[src/rtl/amo_pkg.sv]
`timescale 1ns/1ps
package amo_pkg;

    typedef enum logic [3:0] {
        OP_SWAP = 4'd0,
        OP_ADD  = 4'd1,
        OP_AND  = 4'd2,
        OP_OR   = 4'd3,
        OP_XOR  = 4'd4,
        OP_MIN  = 4'd5,
        OP_MAX  = 4'd6,
        OP_MINU = 4'd7,
        OP_MAXU = 4'd8
    } amo_op_e;

    typedef enum logic [2:0] {
        S_IDLE,
        S_READ,
        S_CALC,
        S_WRITE,
        S_DONE,
        S_TRAP
    } amo_state_e;

    localparam logic [3:0] CAUSE_ILLEGAL  = 4'd2;
    localparam logic [3:0] CAUSE_MISALIGN = 4'd6;
    localparam logic [3:0] CAUSE_FAULT    = 4'd7;

endpackage

[src/rtl/amo_alu.sv]
`timescale 1ns/1ps
module amo_alu
    import amo_pkg::*;
#(
    parameter  int W    = 64,
    localparam int HALF = W / 2
) (
    input  logic [3:0]   op,
    input  logic         dword,
    input  logic [W-1:0] old_val,
    input  logic [W-1:0] src_val,
    output logic [W-1:0] new_val
);

    logic [W-1:0] a_s, b_s, a_u, b_u, raw;
    logic         s_lt, u_lt;

    always_comb begin
        a_s  = dword ? old_val : {{HALF{old_val[HALF-1]}}, old_val[HALF-1:0]};
        b_s  = dword ? src_val : {{HALF{src_val[HALF-1]}}, src_val[HALF-1:0]};
        a_u  = dword ? old_val : {{HALF{1'b0}}, old_val[HALF-1:0]};
        b_u  = dword ? src_val : {{HALF{1'b0}}, src_val[HALF-1:0]};
        s_lt = $signed(a_s) < $signed(b_s);
        u_lt = a_u < b_u;
        case (amo_op_e'(op))
            OP_SWAP: raw = src_val;
            OP_ADD:  raw = old_val + src_val;
            OP_AND:  raw = old_val & src_val;
            OP_OR:   raw = old_val | src_val;
            OP_XOR:  raw = old_val ^ src_val;
            OP_MIN:  raw = s_lt ? old_val : src_val;
            OP_MAX:  raw = s_lt ? src_val : old_val;
            OP_MINU: raw = u_lt ? old_val : src_val;
            OP_MAXU: raw = u_lt ? src_val : old_val;
            default: raw = old_val;
        endcase
        new_val = dword ? raw : {{HALF{1'b0}}, raw[HALF-1:0]};
    end

endmodule

[src/rtl/amo_lane.sv]
`timescale 1ns/1ps
module amo_lane #(
    parameter  int W    = 64,
    localparam int HALF = W / 2,
    localparam int SB   = W / 8,
    localparam int HB   = SB / 2
) (
    input  logic          dword,
    input  logic          lane_hi,
    input  logic [W-1:0]  rdata,
    input  logic [W-1:0]  new_val,
    output logic [W-1:0]  old_sized,
    output logic [W-1:0]  wdata,
    output logic [SB-1:0] strb
);

    always_comb begin
        if (dword) begin
            old_sized = rdata;
            wdata     = new_val;
            strb      = {SB{1'b1}};
        end else begin
            old_sized = {{HALF{1'b0}}, (lane_hi ? rdata[W-1:HALF] : rdata[HALF-1:0])};
            wdata     = {2{new_val[HALF-1:0]}};
            strb      = lane_hi ? {{HB{1'b1}}, {HB{1'b0}}} : {{HB{1'b0}}, {HB{1'b1}}};
        end
    end

endmodule

[src/rtl/amo_unit.sv]
`timescale 1ns/1ps
module amo_unit
    import amo_pkg::*;
#(
    parameter  int XLEN   = 64,
    parameter  int ADDR_W = 32,
    localparam int STRB_W = XLEN / 8,
    localparam int HALF   = XLEN / 2,
    localparam int OFS_W  = $clog2(STRB_W)
) (
    input  logic              clk,
    input  logic              rst_n,
    input  logic              cfg_rv64,
    input  logic              req_valid,
    input  logic [ADDR_W-1:0] req_addr,
    input  logic [XLEN-1:0]   req_src,
    input  logic [3:0]        req_op,
    input  logic              req_dword,
    output logic              busy,
    output logic              done,
    output logic [XLEN-1:0]   result,
    output logic              exc_valid,
    output logic [3:0]        exc_cause,
    output logic [ADDR_W-1:0] exc_addr,
    output logic              mem_req_valid,
    output logic              mem_req_we,
    output logic [ADDR_W-1:0] mem_req_addr,
    output logic [XLEN-1:0]   mem_req_wdata,
    output logic [STRB_W-1:0] mem_req_strb,
    input  logic              mem_rsp_valid,
    input  logic              mem_rsp_fault,
    input  logic [XLEN-1:0]   mem_rsp_rdata
);

    amo_state_e        state_q, state_d;
    logic [ADDR_W-1:0] addr_q;
    logic [XLEN-1:0]   src_q, old_q, new_q;
    logic [3:0]        op_q, cause_q;
    logic              dword_q;

    logic              accept, illegal, misaligned;
    logic [XLEN-1:0]   rd_sized, alu_out, lane_wdata;
    logic [STRB_W-1:0] lane_strb;

    assign accept     = req_valid && (state_q == S_IDLE);
    assign illegal    = (req_dword && !cfg_rv64) || (req_op > OP_MAXU);
    assign misaligned = req_dword ? (|req_addr[OFS_W-1:0]) : (|req_addr[OFS_W-2:0]);

    amo_lane #(.W(XLEN)) u_lane (
        .dword     (dword_q),
        .lane_hi   (addr_q[OFS_W-1]),
        .rdata     (mem_rsp_rdata),
        .new_val   (new_q),
        .old_sized (rd_sized),
        .wdata     (lane_wdata),
        .strb      (lane_strb)
    );

    amo_alu #(.W(XLEN)) u_alu (
        .op      (op_q),
        .dword   (dword_q),
        .old_val (old_q),
        .src_val (src_q),
        .new_val (alu_out)
    );

    // next-state decision
    always_comb begin
        state_d = state_q;
        unique case (state_q)
            S_IDLE:  if (accept) state_d = (illegal || misaligned) ? S_TRAP : S_READ;
            S_READ:  if (mem_rsp_valid) state_d = mem_rsp_fault ? S_TRAP : S_CALC;
            S_CALC:  state_d = S_WRITE;
            S_WRITE: if (mem_rsp_valid) state_d = mem_rsp_fault ? S_TRAP : S_DONE;
            S_DONE:  state_d = S_IDLE;
            S_TRAP:  state_d = S_IDLE;
            default: state_d = S_IDLE;
        endcase
    end

    // state register
    always_ff @(posedge clk) begin
        if (!rst_n) state_q <= S_IDLE;
        else        state_q <= state_d;
    end

    // captured operands and intermediate values
    always_ff @(posedge clk) begin
        if (!rst_n) begin
            addr_q  <= '0;
            src_q   <= '0;
            old_q   <= '0;
            new_q   <= '0;
            op_q    <= '0;
            cause_q <= '0;
            dword_q <= 1'b0;
        end else begin
            if (accept) begin
                addr_q  <= req_addr;
                src_q   <= req_src;
                op_q    <= req_op;
                dword_q <= req_dword;
                cause_q <= illegal ? CAUSE_ILLEGAL : CAUSE_MISALIGN;
            end
            if (state_q == S_READ && mem_rsp_valid) begin
                old_q <= rd_sized;
                if (mem_rsp_fault) cause_q <= CAUSE_FAULT;
            end
            if (state_q == S_CALC) new_q <= alu_out;
            if (state_q == S_WRITE && mem_rsp_valid && mem_rsp_fault) cause_q <= CAUSE_FAULT;
        end
    end

    // outputs by state
    always_comb begin
        busy          = (state_q != S_IDLE);
        mem_req_valid = (state_q == S_READ) || (state_q == S_WRITE);
        mem_req_we    = (state_q == S_WRITE);
        mem_req_addr  = addr_q;
        mem_req_wdata = lane_wdata;
        mem_req_strb  = mem_req_valid ? lane_strb : '0;
        done          = (state_q == S_DONE);
        result        = '0;
        exc_valid     = (state_q == S_TRAP);
        exc_cause     = '0;
        exc_addr      = '0;
        if (state_q == S_DONE)
            result = dword_q ? old_q : {{HALF{old_q[HALF-1]}}, old_q[HALF-1:0]};
        if (state_q == S_TRAP) begin
            exc_cause = cause_q;
            exc_addr  = addr_q;
        end
    end

endmodule

[config.mk]
export PLATFORM = sky130hd
export DESIGN_NAME = amo_unit
export DESIGN_NICKNAME = d
export VERILOG_FILES = /design/src/rtl/amo_pkg.sv /design/src/rtl/amo_alu.sv /design/src/rtl/amo_lane.sv /design/src/rtl/amo_unit.sv
export SDC_FILE = /design/constraint.sdc
export NUM_CORES = 1
export LEC_CHECK = 0
export BUFFER_PORTS_ARGS = -buffer_cell sky130_fd_sc_hd__buf_2
export CORE_MARGIN = 3
export CORE_UTILIZATION = 49
export DETAILED_ROUTE_END_ITERATION = 10
export PLACE_DENSITY = 0.79
export SETUP_SLACK_MARGIN = 0.02
export SKIP_LAST_GASP = 1
export SLEW_MARGIN = 0
export SYNTH_ARGS = -nofsm -noshare
export SYNTH_HDL_FRONTEND = slang
export SYNTH_SLANG_ARGS = --single-unit
[constraint.sdc]
create_clock -name clk -period 10.56 [get_ports clk]
set_clock_uncertainty 0.1 [all_clocks]
set_input_delay 2.112 -clock clk [delete_from_list [all_inputs] [get_ports clk]]
set_output_delay 2.112 -clock clk [all_outputs]
set_load 0.02 [all_outputs]
==> impl_metrics.json <==
{
  "rsz0062_at_grt": "no",
  "num_rows": 74,
  "tightestPinTransition_ns": 1.268,
  "status": "finished, final reports clean",
  "dr.first_iter.drc_count": 2545,
  "n_fill_cell": 3856,
  "cts_hold_buf": 0,
  "whs_path_depth": 2,
  "grt_max_degree": 105,
  "dpl.hpwl_um": 59940,
  "crit_type": "flip-flop to flip-flop",
  "via_per_inst": 6.247,
  "final_common_cell": "nand2_1",
  "clockBufferDepth": 3,
  "critPathLaunchType": "flip-flop",
  "drive_above_1_share": 0.1768,
  "fin_crit_sh": 0.5798,
  "cap_violations": 0,
  "period_needed_ns": 6.123,
  "clock_latency_ns": 0.60,
  "place.gp.congestion": 1.039,
  "post_cts_resize_count": 0,
  "cts_tree": "done",
  "drt_pass1_iterations": 6,
  "use_met1": 0.4551,
  "cts_post_setup_buffers_inserted": 0,
  "grt_pass1_vias": 20810,
  "syn_avg_cell_area_sq_um": 7.272,
  "cts_num_sinks": 236,
  "worstPathRequired_ns": 10.94,
  "num_vias": 22170,
  "die_x_um": 210.2,
  "hold_violations": 0,
  "power.total_mw": 2.943,
  "synth_edf_count": 0,
  "area_growth_pct": 12.92,
  "synth_area_sq_mm": 0.02043,
  "fin_util": 0.5623,
  "arrival_ns": 6.50,
  "ys.flop_type": "dfxtp_1",
  "syn_inst": 2809,
  "max_freq_mhz": 163.3,
  "synth_area_leaders": "dfxtp_1 23%, ha_1 14%, nand2_1 9.8%",
  "ys_warn_count": 0,
  "cts_made_buffers": 29,
  "maxSlewHeadroom": 0.1534,
  "ys_seq_elements": 236,
  "synth_cell_types": 85,
  "setup_viol": 0,
  "leakagePower_nw": 11.00,
  "async_flop_share": 0,
  "syn_nets": 3205,
  "final_nets": 3387,
  "antenna_found_initial": 7,
  "crit_fanout": 66,
  "grt_usage": 0.3511,
  "synth_seq_area_share": 0.2313,
  "clockRootBuffer": "clkbuf_16",
  "grt_first_pass_wirelength_um": 122500,
  "endpoint_kind": "flip-flop",
  "cts.clk_slew.worst_paths_ns": 0.06,
  "use_met3": 0.07159,
  "die_y_um": 210.2,
  "final_cell_mix": "530 x nand2_1, 378 x buf_2, 267 x a21oi_1, 235 x dfxtp_1, 224 x ha_1",
  "yosys.area.top_type_share": 0.2313,
  "setup_tns_ns": 0,
  "min-delay-path-class": "flip-flop to flip-flop",
  "port_buffers": 379,
  "routedWlPerCell_um": 22.98,
  "drcViolationCount": 0,
  "ir_drop_mv": 0.1229,
  "start_util": 0.4980,
  "cellPowerDensity_mw_per_mm2": 127.6,
  "dieArea_sq_mm": 0.04417,
  "slew_violations": 0,
  "core-area_sq_mm": 0.04102,
  "htree_num_levels": 1,
  "gr-usage-met2": 0.5556,
  "postRouteAntennaNets": 0,
  "grt_overflow_total": 0,
  "io_pins": 380,
  "grt.busiest_layer": "met2",
  "rr_worst_depth": 16,
  "wl_um": 81570,
  "synth_largest_area_cell": "dfxtp_1"
}
## layout make-up
cell class	instances	area, sq um	area share
inverters	194	728.2	0.03157
diodes	3	7.507	0.0003255
multi-input cells	2131	13850	0.6006
well taps	532	665.6	0.02886
flip-flops and latches	236	4728	0.2050
repair buffers	399	2049	0.08886
clock buffers	35	799.5	0.03466
clock inverters	19	234.0	0.01014
## cells by family after synthesis
| logic type | after synthesis | synth area share |
|---|---|---|
| compound gates | 905 | 0.2962 |
| xor+xnor | 16 | 0.006860 |
| fa+ha+maj | 225 | 0.1382 |
| buf+inv | 442 | 0.09317 |
| flops | 236 | 0.2313 |
| mux | 68 | 0.03528 |
| simple gates | 917 | 0.1990 |
## worst paths after layout
path | startpoint | slack, ns | end
max | dword_q$_SDFFE_PN0P_ | 4.44 | new_q[25]$_SDFFE_PN0P_
max reg2reg | dword_q$_SDFFE_PN0P_ | 4.44 | new_q[25]$_SDFFE_PN0P_
min reg2reg | cause_q[3]$_SDFF_PP0_ | 0.34 | cause_q[3]$_SDFF_PP0_
min | cause_q[3]$_SDFF_PP0_ | 0.34 | cause_q[3]$_SDFF_PP0_
## worst max-delay path, stage by stage (launching register included)
cell	delay (ns)
dfxtp_4	0.48
buf_4	0.41
nor2_2	1.05
a21oi_1	0.11
ha_1	0.50
nand4_1	0.17
nor4_1	0.44
and4b_1	0.27
o31ai_1	0.09
o221a_1	0.17
a22o_1	0.27
a21oi_2	0.17
o21ai_4	0.06
buf_4	0.27
nand2b_2	0.74
a222oi_1	0.50
a21oi_1	0.11
## metal layers
| metal | wire [um] | vias up |
|---|---|---|
| li1 | - | 10190 |
| met4 | 4983 | 6 |
| met5 | 23 | - |
| met3 | 8368 | 243 |
| met2 | 35780 | 1253 |
| met1 | 32420 | 10480 |
## sequential cells by signal, indices dropped and copies added (netlist names)
signal,flops
dword_q,1
state_q,3
src_q,64
new_q,64
cause_q,4
old_q,64
op_q,4
mem_req_addr,32
## cells in the mapped netlist, drive strengths merged, types with 5 or more instances
library cell and instances:
a221oi 63, a21boi 140, o2111ai 7, nor4 16, a21o 52, nand3 63, xor2 6, nor2b 14
a31oi 12, or3 6, and3 10, xnor2 10, inv 194, o21bai 10, buf 86, a22oi 11
o221ai 9, o211a 34, and2 42, a221o 15, a211oi 13, mux2 32, o211ai 38, dfxtp 236
a21oi 268, o21ai 172, nor3 41, a32oi 6, nor2 132, mux2i 36, or2 5, nand4 30
o31ai 6, ha 224, a2111oi 8, clkbuf 162, nand2 531, nand2b 11
## stage by stage
step / instance area [sq um] / worst slack [ns] / hold WS (ns) / instances
final: 23060 / 4.437 / 0.3424 / 3549
after global routing: 23060 / 4.124 / 0.3626 / 3546
after CTS: 23060 / 4.522 / 0.3391 / 3546
after detailed placement: 22020 / 4.627 / 0.3258 / 3492
after global placement: 22020 / 4.950 / 0.3233 / 3492
after floorplan: 20430 / 6.580 / 0.3144 / 2809
## power by group
| group | internal, mW | total [mW] | switching [mW] |
|---|---|---|---|
| Sequential | 0.943 | 1.04 | 0.0952 |
| Clock | 0.642 | 1.09 | 0.445 |
| Combinational | 0.269 | 0.818 | 0.549 |
Note: power is estimated with default switching activity, not from simulation.
